==> src/rtl/a12_gen_pkg.sv <==
package a12_gen_pkg;

  // Fetch activity that owns the pattern bus at a given dot
  typedef enum logic [1:0] {
    FETCH_BG       = 2'd0,  // background tile work, low table
    FETCH_SPR_MAP  = 2'd1,  // dummy tile-map reads inside sprite window
    FETCH_SPR_TILE = 2'd2,  // sprite pattern reads, high table
    FETCH_IDLE     = 2'd3   // blanking, bus parked low
  } fetch_e;

endpackage

==> src/rtl/a12_tick_seq.sv <==
module a12_tick_seq #(
  parameter int SEQ_LEN  = 6,
  parameter int PPU_DIV  = 2,
  parameter int CPU_PH_A = 0,
  parameter int CPU_PH_B = 3
) (
  input  logic clk,
  input  logic rst,
  output logic ppu_en,
  output logic cpu_stb
);
  localparam int TW = (SEQ_LEN > 1) ? $clog2(SEQ_LEN) : 1;
  localparam logic [TW-1:0] LAST = TW'(SEQ_LEN - 1);

  logic [TW-1:0] tick;

  always_ff @(posedge clk) begin
    if (rst)               tick <= '0;
    else if (tick == LAST) tick <= '0;
    else                   tick <= tick + 1'b1;
  end

  // Pixel enable: a mask when the divider is a power of two, a modulo otherwise
  generate
    if ((PPU_DIV & (PPU_DIV - 1)) == 0) begin : g_mask
      assign ppu_en = (tick & TW'(PPU_DIV - 1)) == '0;
    end else begin : g_mod
      assign ppu_en = ((32'(tick)) % PPU_DIV) == 0;
    end
  endgenerate

  assign cpu_stb = (tick == TW'(CPU_PH_A)) || (tick == TW'(CPU_PH_B));

endmodule

==> src/rtl/a12_raster_ctr.sv <==
module a12_raster_ctr #(
  parameter int DOTS  = 341,
  parameter int LINES = 262,
  localparam int DW = $clog2(DOTS),
  localparam int LW = $clog2(LINES)
) (
  input  logic          clk,
  input  logic          rst,
  input  logic          ppu_en,
  output logic [DW-1:0] dot,
  output logic [LW-1:0] line,
  output logic [DW-1:0] nxt_dot,
  output logic [LW-1:0] nxt_line
);
  localparam logic [DW-1:0] DOT_LAST  = DW'(DOTS - 1);
  localparam logic [LW-1:0] LINE_LAST = LW'(LINES - 1);

  always_comb begin
    nxt_dot  = dot;
    nxt_line = line;
    if (ppu_en) begin
      if (dot == DOT_LAST) begin
        nxt_dot  = '0;
        nxt_line = (line == LINE_LAST) ? '0 : line + 1'b1;
      end else begin
        nxt_dot = dot + 1'b1;
      end
    end
  end

  always_ff @(posedge clk) begin
    if (rst) begin
      dot  <= '0;
      line <= '0;
    end else begin
      dot  <= nxt_dot;
      line <= nxt_line;
    end
  end

endmodule

==> src/rtl/a12_phase_dec.sv <==
module a12_phase_dec
  import a12_gen_pkg::*;
#(
  parameter int DOTS      = 341,
  parameter int LINES     = 262,
  parameter int VBL_FIRST = 240,
  parameter int VBL_LAST  = 260,
  parameter int SPR_FIRST = 257,
  parameter int SPR_LAST  = 320,
  parameter int SLOT_LOG2 = 3,
  localparam int DW = $clog2(DOTS),
  localparam int LW = $clog2(LINES)
) (
  input  logic [DW-1:0] dot,
  input  logic [LW-1:0] line,
  output fetch_e        phase,
  output logic          in_vbl
);
  localparam logic [SLOT_LOG2-1:0] SPR_PH = SLOT_LOG2'(SPR_FIRST);

  logic                 in_spr;
  logic [SLOT_LOG2-1:0] slot_pos;

  assign in_vbl   = (line >= LW'(VBL_FIRST)) && (line <= LW'(VBL_LAST));
  assign in_spr   = (dot >= DW'(SPR_FIRST)) && (dot <= DW'(SPR_LAST));
  // Position inside the current sprite slot, 0 at the slot's first dot
  assign slot_pos = dot[SLOT_LOG2-1:0] - SPR_PH;

  always_comb begin
    if (in_vbl)                        phase = FETCH_IDLE;
    else if (!in_spr)                  phase = FETCH_BG;
    else if (slot_pos[SLOT_LOG2-1])    phase = FETCH_SPR_TILE;
    else                               phase = FETCH_SPR_MAP;
  end

endmodule

==> src/rtl/a12_drive.sv <==
module a12_drive
  import a12_gen_pkg::*;
(
  input  logic   clk,
  input  logic   rst,
  input  logic   ppu_en,
  input  fetch_e phase,
  input  logic   in_vbl,
  output logic   a12,
  output logic   vblank
);
  always_ff @(posedge clk) begin
    if (rst) begin
      a12    <= 1'b0;
      vblank <= 1'b0;
    end else if (ppu_en) begin
      a12    <= (phase == FETCH_SPR_TILE);
      vblank <= in_vbl;
    end
  end

endmodule

==> src/rtl/a12_frame_gen.sv <==
module a12_frame_gen
  import a12_gen_pkg::*;
#(
  parameter int SEQ_LEN   = 6,
  parameter int PPU_DIV   = 2,
  parameter int CPU_PH_A  = 0,
  parameter int CPU_PH_B  = 3,
  parameter int DOTS      = 341,
  parameter int LINES     = 262,
  parameter int VBL_FIRST = 240,
  parameter int VBL_LAST  = 260,
  parameter int SPR_FIRST = 257,
  parameter int SPR_LAST  = 320,
  parameter int SLOT_LOG2 = 3,
  localparam int DW = $clog2(DOTS),
  localparam int LW = $clog2(LINES)
) (
  input  logic          clk,
  input  logic          rst,
  output logic          a12,
  output logic [DW-1:0] dot,
  output logic [LW-1:0] line,
  output logic          cpu_stb,
  output logic          vblank
);
  logic          ppu_en;
  logic [DW-1:0] nxt_dot;
  logic [LW-1:0] nxt_line;
  fetch_e        nxt_phase;
  logic          nxt_vbl;

  a12_tick_seq #(
    .SEQ_LEN(SEQ_LEN), .PPU_DIV(PPU_DIV),
    .CPU_PH_A(CPU_PH_A), .CPU_PH_B(CPU_PH_B)
  ) u_tick (
    .clk(clk), .rst(rst), .ppu_en(ppu_en), .cpu_stb(cpu_stb)
  );

  a12_raster_ctr #(.DOTS(DOTS), .LINES(LINES)) u_raster (
    .clk(clk), .rst(rst), .ppu_en(ppu_en),
    .dot(dot), .line(line), .nxt_dot(nxt_dot), .nxt_line(nxt_line)
  );

  // Decode the position the counters move to, so the registered A12
  // lines up with the dot and line shown beside it
  a12_phase_dec #(
    .DOTS(DOTS), .LINES(LINES), .VBL_FIRST(VBL_FIRST), .VBL_LAST(VBL_LAST),
    .SPR_FIRST(SPR_FIRST), .SPR_LAST(SPR_LAST), .SLOT_LOG2(SLOT_LOG2)
  ) u_dec (
    .dot(nxt_dot), .line(nxt_line), .phase(nxt_phase), .in_vbl(nxt_vbl)
  );

  a12_drive u_drive (
    .clk(clk), .rst(rst), .ppu_en(ppu_en),
    .phase(nxt_phase), .in_vbl(nxt_vbl), .a12(a12), .vblank(vblank)
  );

endmodule

==> config.mk <==
export PLATFORM = sky130hd
export DESIGN_NAME = a12_frame_gen
export DESIGN_NICKNAME = d
export VERILOG_FILES = /design/src/rtl/a12_gen_pkg.sv /design/src/rtl/a12_tick_seq.sv /design/src/rtl/a12_raster_ctr.sv /design/src/rtl/a12_phase_dec.sv /design/src/rtl/a12_drive.sv /design/src/rtl/a12_frame_gen.sv
export SDC_FILE = /design/constraint.sdc
export NUM_CORES = 1
export LEC_CHECK = 0
export BUFFER_PORTS_ARGS = -buffer_cell sky130_fd_sc_hd__buf_2
export CAP_MARGIN = 20
export CELL_PAD_IN_SITES_DETAIL_PLACEMENT = 1
export CELL_PAD_IN_SITES_GLOBAL_PLACEMENT = 1
export CORE_ASPECT_RATIO = 0.5
export CORE_MARGIN = 2
export CORE_UTILIZATION = 37
export DETAILED_ROUTE_END_ITERATION = 10
export GPL_ROUTABILITY_DRIVEN = 1
export GPL_TIMING_DRIVEN = 0
export PLACE_DENSITY_LB_ADDON = 0.15
export SYNTH_ARGS = -nofsm -noshare
export SYNTH_HDL_FRONTEND = slang
export SYNTH_SLANG_ARGS = --single-unit
==> constraint.sdc <==
create_clock -name clk -period 2.28 [get_ports clk]
set_input_delay 0 -clock clk [delete_from_list [all_inputs] [get_ports clk]]
set_output_delay 0 -clock clk [all_outputs]
set_load 0.005 [all_outputs]
# Word-level counts from Yosys, hierarchy flattened
# Index checks and enable logic that the tools add are counted.
[op_classes]
n_reduce_logical = 6
eq_ne = 5
n_addsub = 4
muxes = 8
n_lt_le_gt_ge = 4
[op_table]
columns = ["operator", "n"]
rows = [
  ["9-bit 2-to-1 mux", 5],
  ["9-bit by 1-bit adder with 9-bit output, second input constant", 2],
  ["9-bit == test, second input constant", 2],
  ["9-bit less-or-equal comparator, second input constant", 2],
  ["9-bit by 8-bit >= comparator with 1-bit output, second input constant", 1],
  ["9-bit >= comparator, second input constant", 1],
  ["3-bit zero test", 2],
  ["2-bit 2-to-1 mux", 3],
  ["3-bit by 1-bit adder with 3-bit output, second input constant", 1],
  ["3-bit by 2-bit == test with 1-bit output, second input constant", 1],
  ["3-bit == test, second input constant", 1],
  ["3-bit by 1-bit subtractor with 3-bit output, second input constant", 1],
  ["2-bit == test, second input constant", 1],
  ["1-bit logical AND", 2],
  ["2-bit OR reduction", 1],
  ["1-bit logical OR", 1],
]
[word_totals]
out_inout_bits = 21
reg_bits = 23

# Logic depth before layout (Yosys ltp)
# Gate-level depths: netlist of the first run.
[depth]
depth_word = 8
ltp_mapped = 9
depth_no_buf = 8

# Cells and area by module
# Synthesis of the first run repeated with hierarchy kept, for this count alone.
[hier_totals]
cells_unflattened = 175
hier_area_um2 = 1457.6
[by_module_without_submodules]
columns = ["mod", "area_per_inst_um2", "n_inst", "cells_per_inst"]
rows = [
  ["a12_raster_ctr", 1129.8, 1, 137],
  ["a12_tick_seq", 151.4, 1, 16],
  ["a12_phase_dec", 100.1, 1, 15],
  ["a12_drive", 76.3, 1, 7],
]

# Worst setup path after synthesis of the first run
# Ideal clock, no wire load.
[synth_path]
kind = "reg2reg"
start = "register u_raster.dot[3]"
end = "register u_drive.a12"
synth_period_minus_slack_ns = 2.473
t_arrival_ns = 2.397
setup_ns = 0.076
required_time_ns = 2.204
stages_incl_launch_ff = 9
path_slack_ns = -0.193
path_cell_list = "dfxtp_1 buf_6 or4b_4 buf_6 or4_4 o211ai_2 a2111oi_2 or4b_1 o22ai_1"
[synth_between]
elab_chain_cells = 8
word_cells_on_any_way = 17
[synth_rtl]
columns = ["element", "line", "text"]
rows = [
  ["from (decl)", "a12_raster_ctr.sv:10", "output logic [DW-1:0] dot,"],
  ["from (signal assigned)", "a12_raster_ctr.sv:36", "dot <= nxt_dot;"],
  ["9-bit by 1-bit adder with 9-bit output or 9-bit == test (tied branches)", "a12_raster_ctr.sv:26, a12_raster_ctr.sv:22", ""],
  ["9-bit 2-to-1 mux", "a12_raster_ctr.sv:22", "if (dot == DOT_LAST) begin"],
  ["9-bit 2-to-1 mux", "a12_raster_ctr.sv:21", "if (ppu_en) begin"],
  ["9-bit >= comparator, or another cell as far along", "a12_phase_dec.sv:25", "assign in_spr = (dot >= DW'(SPR_FIRST)) && (dot <= DW'(SPR_LAST));"],
  ["1-bit logical AND or 2-bit 2-to-1 mux (tied branches)", "a12_phase_dec.sv:25, a12_phase_dec.sv:32", ""],
  ["2-bit 2-to-1 mux", "a12_phase_dec.sv:31", "else if (!in_spr) phase = FETCH_BG;"],
  ["2-bit 2-to-1 mux (*)", "a12_phase_dec.sv:30", "if (in_vbl) phase = FETCH_IDLE;"],
  ["2-bit == test (*)", "a12_drive.sv:17", "a12 <= (phase == FETCH_SPR_TILE);"],
  ["to (signal assigned)", "a12_drive.sv:17", ""],
  ["to (decl)", "a12_drive.sv:9", "output logic a12,"],
]
# Mark *: on every way between the ends. The rest lies on a longest branch, timed or not.
# A chain may end at the register's enable or synchronous reset.

# Final worst setup path of the first run
# Same ends and word-level chain as after synthesis.

==> results_dict.tcl, run 1 <==
set metrics [dict create \
    status "finished with violations" \
    violations "setup timing" \
    synth-async-reset-ratio_pct 0 \
    power.leakage_uw 0.0007262 \
    power_density_nw_per_um2 420.6 \
    worstHoldPathCells 3 \
    hold_path_end "u_tick.tick[0]" \
    path_class "reg2reg" \
    worstMarginPinSlew_ps 596.8 \
    worstPathArrival_ps 2550 \
    layout.filler_cells 474 \
    synthTopCellsByArea "dfxtp_1 31%, ha_1 6.8%, nor3_1 4.7%, xnor2_1 4.1%, nor2_1 4.1%" \
    grt_use_total_pct 19.27 \
    dieArea_um2 4553 \
    io_pins 23 \
    cp-start-kind "flip-flop" \
    synth_seq_cells 23 \
    hold_path_startpoint "rst" \
    synth_top_area_share_pct 31.11 \
    syn_area_um2 1480 \
    syn_inst 179 \
    grt_pass1_wl_um 6844 \
    wl_um 3931 \
    vdd_drop_max_v 0.0001716 \
    finalClockSkew_ps 4.365 \
    syn_avg_cell_area_um2 8.269 \
    ant_nets 0 \
    relSlewSlack_pct 59.66 \
    synth_cell_types 49 \
    hpwlAfterDp_um 2776 \
    dieHeight_um 48.73 \
    gr-total-overflow 0 \
    grt_pass1_vias 1390 \
    root_buffer "clkbuf_8" \
    ff2ff_path_depth 6 \
    setup_viol 2 \
    numCtsBuffers 3 \
    htreeDepth 1 \
    rsz0062_at_grt "true" \
    hold_path_class "in2reg" \
    gp_congestion 0.7935 \
    cts_tree "yes" \
    viasPerCell 5.417 \
    rows 16 \
    design_area_um2 1826 \
    wl_per_cell_um 14.89 \
    synth_edf_count 0 \
    drt_iter0_markers 23 \
    rr_endpoint "u_drive.a12" \
    initial_core_util_pct 38.31 \
    report.final.slew_viol_count 0 \
    yosys_warnings 0 \
    synth_top_area_cell "dfxtp_1" \
    fmax_mhz 416.2 \
    die_w_um 93.45 \
    cts.clk_slew.worst_paths_ps 90 \
    crit_fanout 7 \
    final_common_cell "buf_2" \
    layout-drive-gt1-share_pct 23.81 \
    clock_latency_ps 280 \
    r2r_start "u_raster.dot[3]" \
    drtPass1Iterations 4 \
    grt_max_degree 13 \
    period_minus_slack_ps 2403 \
    total_power_uw 767.8 \
    final_cell_mix "22 x buf_2, 18 x dfxtp_1, 16 x nor2_1, 13 x nor3_1, 10 x nand2_1" \
    antenna_cells 0 \
    vias 1430 \
    dpl_cell_area_um2 1663 \
    finalWorstSetupSlack_ps -122.8 \
    fin_setup_tns_ps -217.7 \
    finalHoldViolCount 0 \
    required_ps 2430 \
    cts_buffer_depth 2 \
    portBuffers 22 \
    drc 0 \
    cp-end-kind "flip-flop" \
    r2r_slack_ps -120 \
    nets 221 \
    yosysSeqAreaShare_pct 31.11 \
    drv_cap 0 \
    syn_nets 189 \
    core_um2 3864 \
    areaGrowthSynthToFinish_pct 23.33 \
    min_period_over_period_pct 105.4 \
    cts.sinks 23 \
    antenna_found_initial 0 \
    synth_ff_type "dfxtp_1" \
]
## how the worst max path moves through the flow
stage | start | end | slack (ps) | cells past startpoint
2_1_floorplan | u_raster.dot[3] | u_drive.a12 | -50 | 8
3_3_place_gp | u_raster.dot[4] | u_drive.a12 | -360 | 7
3_5_place_dp | u_raster.dot[4] | u_raster.line[2] | -420 | 6
4_1_cts | u_raster.dot[3] | u_drive.a12 | -120 | 6
5_1_grt | u_raster.dot[3] | u_drive.a12 | -220 | 6
6_report | u_raster.dot[3] | u_drive.a12 | -120 | 6
## metrics by stage
step	util (%)	worst slack [ps]	instances	hold slack (ps)
global route	47.25	-216.9	264	58.24
global placement	43.04	-356.3	255	351.1
CTS	46.79	-123.4	264	41.74
detailed placement	43.04	-418.8	255	342.6
finish	47.25	-122.8	264	40.22
floorplan	-	-54.52	179	178.1
## kinds of logic after synthesis
family,Yosys count,synth area share (%)
AND/OR/NAND/NOR,85,33.73
buffers and inverters,21,6.340
multiplexers,1,0.7607
XOR/XNOR,13,7.692
AO/OA/AOI/OAI,28,13.61
adder cells (fa/ha/maj),8,6.763
flip-flops,23,31.11
## area by class of cell
class	instances	area [µm²]	share of cell area, %
inverter	9	33.78	1.851
sequential	23	471.7	25.84
timing repair buffer	31	185.2	10.14
tap	54	67.56	3.701
buffer	8	30.03	1.645
multi-input combinational	135	992.2	54.35
clock buffer	4	45.04	2.467
## cell usage after synthesis, types with 2 or more instances
master,number
dfxtp_1,23
nor2_1,16
nor3_1,14
clkbuf_1,10
nand2_1,10
inv_1,9
ha_1,8
nand3_1,8
a21oi_1,7
xnor2_1,7
xor2_1,6
nor4_1,5
and3_1,4
nand2b_1,3
nand4_1,3
nand4b_1,3
nor4b_1,3
o21ai_0,3
a211oi_1,2
a21o_1,2
a31oi_1,2
and2_1,2
buf_6,2
nor2b_1,2
## worst max-delay path, cell delays in order (launching register included)
cell,delay (ps)
dfxtp_4,360
or4b_4,590
or4_4,540
and2_1,200
nor4_2,350
or4b_1,170
o22ai_1,60
## report_power, final
part	switching [µW]	total (µW)	internal (µW)	leakage, µW
Sequential	12.9	423	410	0.000190
Clock	148	273	126	0.0000228
Combinational	41.3	72.0	30.6	0.000514
## per-layer routing
layer | up-vias | part of all wire, % | track usage (%)
met1 | 684 | 49 | 26.33
li1 | 710 | - | -
met2 | 27 | 45 | 29.86
met5 | - | 0 | 0
met3 | 9 | 4.3 | 4.984
met4 | 0 | 1.9 | 6.127
## timing repair
action,CTS,global route
hold buffers,0,0
setup endpoints to repair,10,3
resized for setup,14,3
setup buffers,8,1
hold endpoints to repair,0,0
pin swaps,8,1
## sequential cells by signal, indices dropped and copies added (netlist names)
| name | cells |
|---|---|
| u_drive.a12 | 1 |
| u_tick.tick | 3 |
| u_raster.dot | 9 |
| u_raster.line | 9 |
| u_drive.vblank | 1 |
Note: power is estimated with default switching activity, not from simulation.
==> inputs of run 2 (changes only) <==
Settings changed: SYNTH_HIERARCHICAL from default to 1.
==> results_dict.tcl, run 2 <==
set metrics [dict create \
    grt_use_total_pct 19.06 \
    drv_cap 0 \
    wl_um 4168 \
    wl_per_cell_um 15.61 \
    wl_met1_um 2066 \
    status "finished with violations" \
    synth_top_area_share_pct 31.59 \
    hold_path_class "in2reg" \
    yosys.cell_count.top_type "dfxtp_1" \
    syn_inst 175 \
    numCtsBuffers 3 \
    fmax_mhz 408.9 \
    path_cells "inv_4 > ha_4 > and4bb_1 > nand3_2 > buf_6 > or4_4 > nand2_4 > nor4_4 > nand4b_1 > o21ai_2 > a31o_1 > nand3b_1 > a21oi_2" \
    areaGrowthSynthToFinish_pct 32.79 \
    worst_path_max_delay_cell "or4_4" \
    layout-drive-gt1-share_pct 34.74 \
    antenna_cells 0 \
    final_common_cell "buf_2" \
    die_w_um 92.77 \
    rows 16 \
    viasPerCell 5.300 \
    crit_fanout 8 \
    io_pins 23 \
    synth_top_area_cell "dfxtp_1" \
    synth_ff_type "dfxtp_1" \
    power.leakage_uw 0.0008390 \
    cts_tree "yes" \
    setup_viol 1 \
    synth_common_cells "23 x dfxtp_1, 18 x nand2_1, 10 x nor2_1" \
    drc 0 \
    vdd_drop_max_v 0.0002021 \
    report.final.slew_viol_count 0 \
    final_cell_mix "24 x buf_2, 18 x dfxtp_1, 17 x nand2_1, 12 x buf_4" \
    r2r_slack_ps -170 \
    path_class "reg2reg" \
    yosys_warnings 6 \
    synth-async-reset-ratio_pct 0 \
    portBuffers 22 \
    nets 224 \
    dpl_worst_slack_ps -285.7 \
    top_regs "u_raster/dot x9, u_raster/line x9, u_tick/tick x3" \
    dieHeight_um 48.38 \
    yosysSeqAreaShare_pct 31.59 \
    synth_edf_count 0 \
    clock_latency_ps 260 \
    min_period_over_period_pct 107.3 \
    hpwlAfterDp_um 2923 \
    finalClockSkew_ps 5.165 \
    worstPathArrival_ps 2650 \
    synthTopCellsByArea "dfxtp_1 32%, ha_1 6.9%, nand2_1 4.6%, xor2_1 3.6%, a21oi_1 3.1%" \
    cts.clk_slew.worst_paths_ps 80 \
    finalHoldViolCount 0 \
    syn_area_um2 1458 \
    cp-start-kind "flip-flop" \
    top_layer_used "met4" \
    finalWorstSetupSlack_ps -165.6 \
    wl_met3_um 125 \
    met2WireLength_um 1968 \
    initial_core_util_pct 37.92 \
    grt_pass1_wl_um 6796 \
    syn_avg_cell_area_um2 8.329 \
    antenna_found_initial 0 \
    fin_setup_tns_ps -165.6 \
    gp_congestion 0.7770 \
    dieArea_um2 4488 \
    period_minus_slack_ps 2446 \
    core_um2 3844 \
    path_buf_inv 2 \
    drtPass1Iterations 4 \
    grt_pass1_vias 1372 \
    synth_seq_cells 23 \
    rsz0062_at_grt "true" \
    cts_buffer_depth 2 \
    required_ps 2490 \
    path_delay_family "simple AND/OR/NAND/NOR gates" \
    root_buffer "clkbuf_8" \
    gr-total-overflow 0 \
    relSlewSlack_pct 61.41 \
    cts.sinks 23 \
    grt_max_degree 13 \
    synth_cell_types 46 \
    syn_nets 185 \
    ant_nets 0 \
    cp_slowest_stage_delay_ps 440 \
    htreeDepth 1 \
    vias 1415 \
    cp-end-kind "flip-flop" \
    power_density_nw_per_um2 410.8 \
    drt_iter0_markers 37 \
    worstMarginPinSlew_ps 578.8 \
    violations "setup timing" \
]
[run 2: cell types whose count changed in the layout (fill, tap and decap cells not counted), sizes merged, moves of 3 or more]
cell    delta
buf        +8
or3        +4
and3       -3
nor3       -7
nand2      +8
nor2b      +5
clkbuf     -7
a21oi      +5
nor2       -6
o21ai      +3
[run 2: repair_timing]
item	CTS	global route
hold buffers	1	0
pin swaps	9	7
setup endpoints to repair	2	2
endpoints found under the hold margin	2	0
buffers inserted	6	5
resized for setup	22	11
[run 2: final timing paths]
path | startpoint | end | cells past startpoint
setup / recovery | u_raster/dot[0] | u_drive/a12 | 13
hold / removal | rst | u_drive/a12 | 3
setup reg to reg | u_raster/dot[0] | u_drive/a12 | 13
hold reg to reg | u_tick/tick[0] | u_tick/tick[0] | 1
[run 2: report_power, final]
group	internal, µW	switching [µW]
clock	125	133
combinational	51.4	67.9
sequential	410	7.56
total	587	209
[run 2: per-layer routing]
metal | global-route usage, % | vias to the layer above
met2 | 30.92 | 20
met5 | 0 | -
met4 | 1.961 | 0
met1 | 26.89 | 691
li1 | - | 702
met3 | 4.517 | 2
[run 2: worst reg2reg max path, delay by kind of cell (launching register included)]
family,cells,cell delay [ps]
and+or+nand+nor,7,1230
AOI/OAI and AO/OA,3,420
DFF,1,360
buffers and inverters,2,210
adders and majority gates,1,160
[run 2: kinds of logic (layout without fill, tap and decap cells)]
group / Yosys count / in the layout / share of synthesized area (%)
AND/OR/NAND/NOR: 86 / 86 / 34.76
multiplexers: 4 / 4 / 2.918
flip-flops: 23 / 23 / 31.59
buffers and inverters: 16 / 54 / 5.407
adder cells (fa/ha/maj): 8 / 8 / 6.867
AO/OA/AOI/OAI: 27 / 27 / 11.85
XOR/XNOR: 11 / 11 / 6.609
[run 2: cell type report]
| class | instances | area [µm²] |
|---|---|---|
| multi-input combinational | 136 | 1065 |
| clock buffer | 4 | 45.04 |
| timing repair buffer | 34 | 202.7 |
| fill | 485 | 1908 |
| inverter | 9 | 36.28 |
| sequential | 23 | 471.7 |
| buffer | 7 | 47.55 |
| tap | 54 | 67.56 |
[run 2: per-stage QoR]
step                instances  total power, µW  hold slack [ps]  cell area (µm²)  util (%)
floorplan                 175            493.7            62.44             1465         -
global placement          251            521.1            220.1             1643     42.74
detailed placement        251            525.5            228.0             1643     42.74
CTS                       262            810.2            469.5             1838     47.82
global route              267            846.4            500.7             1936     50.36
finish                    267            795.2            483.3             1936     50.36
==> inputs of run 3 (changes only) <==
Settings changed: BUFFER_PORTS_ARGS -buffer_cell sky130_fd_sc_hd__buf_2 to -buffer_cell sky130_fd_sc_hd__buf_4, CORE_UTILIZATION 37 to 39, CTS_BUF_LIST from default to sky130_fd_sc_hd__clkbuf_2.
==> results_dict.tcl, run 3 (same netlist as run 2, synthesis figures left out) <==
set metrics [dict create \
    cp_slowest_stage_delay_ps 440 \
    io_pins 23 \
    initial_core_util_pct 41.53 \
    gr-total-overflow 0 \
    top_regs "u_raster/dot x9, u_raster/line x9, u_tick/tick x3" \
    worstPathArrival_ps 2710 \
    drc 0 \
    grt_pass1_wl_um 6154 \
    drtPass1Iterations 4 \
    clock_latency_ps 360 \
    cts_buffer_depth 2 \
    cp-end-kind "flip-flop" \
    final_common_cell "buf_4" \
    gp_congestion 0.8076 \
    htreeDepth 1 \
    r2r_start "u_raster/dot[1]" \
    worst_path_max_delay_cell "or4_4" \
    grt_max_degree 13 \
    path_class "reg2reg" \
    multi_input_area_um2 1066 \
    ff2ff_path_depth 13 \
    dieHeight_um 47.23 \
    rows 15 \
    antenna_cells 0 \
    power.leakage_uw 0.0008143 \
    vias 1427 \
    cp-start-kind "flip-flop" \
    worstHoldPathCells 3 \
    wl_um 4169 \
    path_cells "inv_4 > ha_4 > and4bb_1 > nand3_2 > buf_6 > or4_4 > nand2_4 > nor4_2 > nand4b_1 > o21ai_2 > a31o_1 > nand3b_1 > a21oi_2" \
    nets 226 \
    final_cells 266 \
    core_um2 3510 \
    antenna_found_initial 0 \
    hold_path_startpoint "rst" \
    finalClockSkew_ps 6.390 \
    report.final.slew_viol_count 0 \
    viasPerCell 5.365 \
    numCtsBuffers 3 \
    crit_fanout 8 \
    hpwlAfterDp_um 2927 \
    period_minus_slack_ps 2379 \
    status "finished with violations" \
    dieArea_um2 4272 \
    root_buffer "clkbuf_2" \
    fin_setup_tns_ps -99.13 \
    min_period_over_period_pct 104.3 \
    hold_path_class "in2reg" \
    hold_path_end "u_drive/a12" \
    r2r_slack_ps -100 \
    ant_nets 0 \
    areaGrowthSynthToFinish_pct 36.82 \
    grt_use_total_pct 19.06 \
    portBuffers 22 \
    grt_pass1_vias 1271 \
    required_ps 2610 \
    drv_cap 0 \
    finalWorstSetupSlack_ps -99.13 \
    cts_tree "yes" \
    violations "setup timing" \
    cts.clk_slew.worst_paths_ps 230 \
    dpl_cell_area_um2 1694 \
    die_w_um 90.46 \
    final_cell_mix "36 x buf_4, 16 x nand2_1, 13 x dfxtp_1" \
    dp_cells 248 \
    wl_per_cell_um 15.67 \
    design_area_um2 1994 \
    fmax_mhz 420.3 \
    finalHoldViolCount 0 \
    seq_area_um2 483.0 \
    rr_endpoint "u_drive/a12" \
    layout.filler_cells 416 \
    relSlewSlack_pct 57.56 \
    setup_viol 1 \
    worstMarginPinSlew_ps 636.6 \
    cts.sinks 23 \
    vdd_drop_max_v 0.0002173 \
    drt_iter0_markers 23 \
    power_density_nw_per_um2 362.9 \
    layout-drive-gt1-share_pct 38.60 \
    rsz0062_at_grt "true" \
]
-- run 3: cell types whose count changed in the layout (fill, tap and decap cells not counted), sizes merged --
| cell | change |
|---|---|
| buf | +1 |
| clkbuf | +1 |
-- run 3: area by class of cell --
cell class | count | share of cell area [%]
clock buffers | 4 | 1.004
well taps | 51 | 3.200
plain buffers | 7 | 2.509
multi-input cells | 136 | 53.45
repair buffers | 36 | 13.68
flip-flops and latches | 23 | 24.22
inverters | 9 | 1.945
-- run 3: worst max-delay path by stage --
stage / startpoint / endpoint / slack (ps) / cells after the start
after CTS: u_raster/dot[1] / u_drive/a12 / -120 / 13
after detailed placement: u_raster/dot[3] / u_drive/a12 / -260 / 11
final: u_raster/dot[1] / u_drive/a12 / -100 / 13
after global routing: u_raster/dot[1] / u_drive/a12 / -210 / 13
after global placement: u_raster/dot[3] / u_drive/a12 / -190 / 11
after floorplan: u_raster/dot[0] / u_drive/a12 / 20 / 12
-- run 3: what timing repair did --
action / CTS / global route
endpoints found under the hold margin: 5 / 0
pin swaps: 8 / 6
setup buffers: 6 / 7
hold buffers: 1 / 0
gates resized for setup: 16 / 28
endpoints found under the setup margin: 2 / 2
-- run 3: routing by layer --
| layer | track usage, % | wire length (µm) | vias to the layer above |
|---|---|---|---|
| met1 | 24.00 | 1994 | 709 |
| met3 | 5.457 | 118 | 4 |
| met2 | 33.73 | 2009 | 14 |
| met4 | 4.615 | 46 | 0 |
| li1 | - | - | 700 |
| met5 | 0 | 0 | - |
-- run 3: per-stage QoR --
step	hold WS (ps)	utilization [%]	setup WS (ps)	power [µW]
after global placement	192.9	48.27	-187.1	525.0
final	330.5	56.83	-99.13	723.7
after global routing	292.1	56.83	-209.9	764.6
after detailed placement	193.9	48.27	-257.7	531.4
after floorplan	62.44	-	19.93	493.7
after CTS	313.4	52.41	-124.4	732.6
-- run 3: power by group --
part,internal (µW),switching [µW]
clock,46.3,138
sequential,411,8.13
combinational,54.6,66.3
total,511,212
-- run 3: worst max-delay path, delay by kind of cell, from the launching register on --
family          cells  cell delay [ps]
fa+ha+maj           1              150
simple gates        7             1170
flops               1              410
buf+inv             2              220
compound gates      3              380
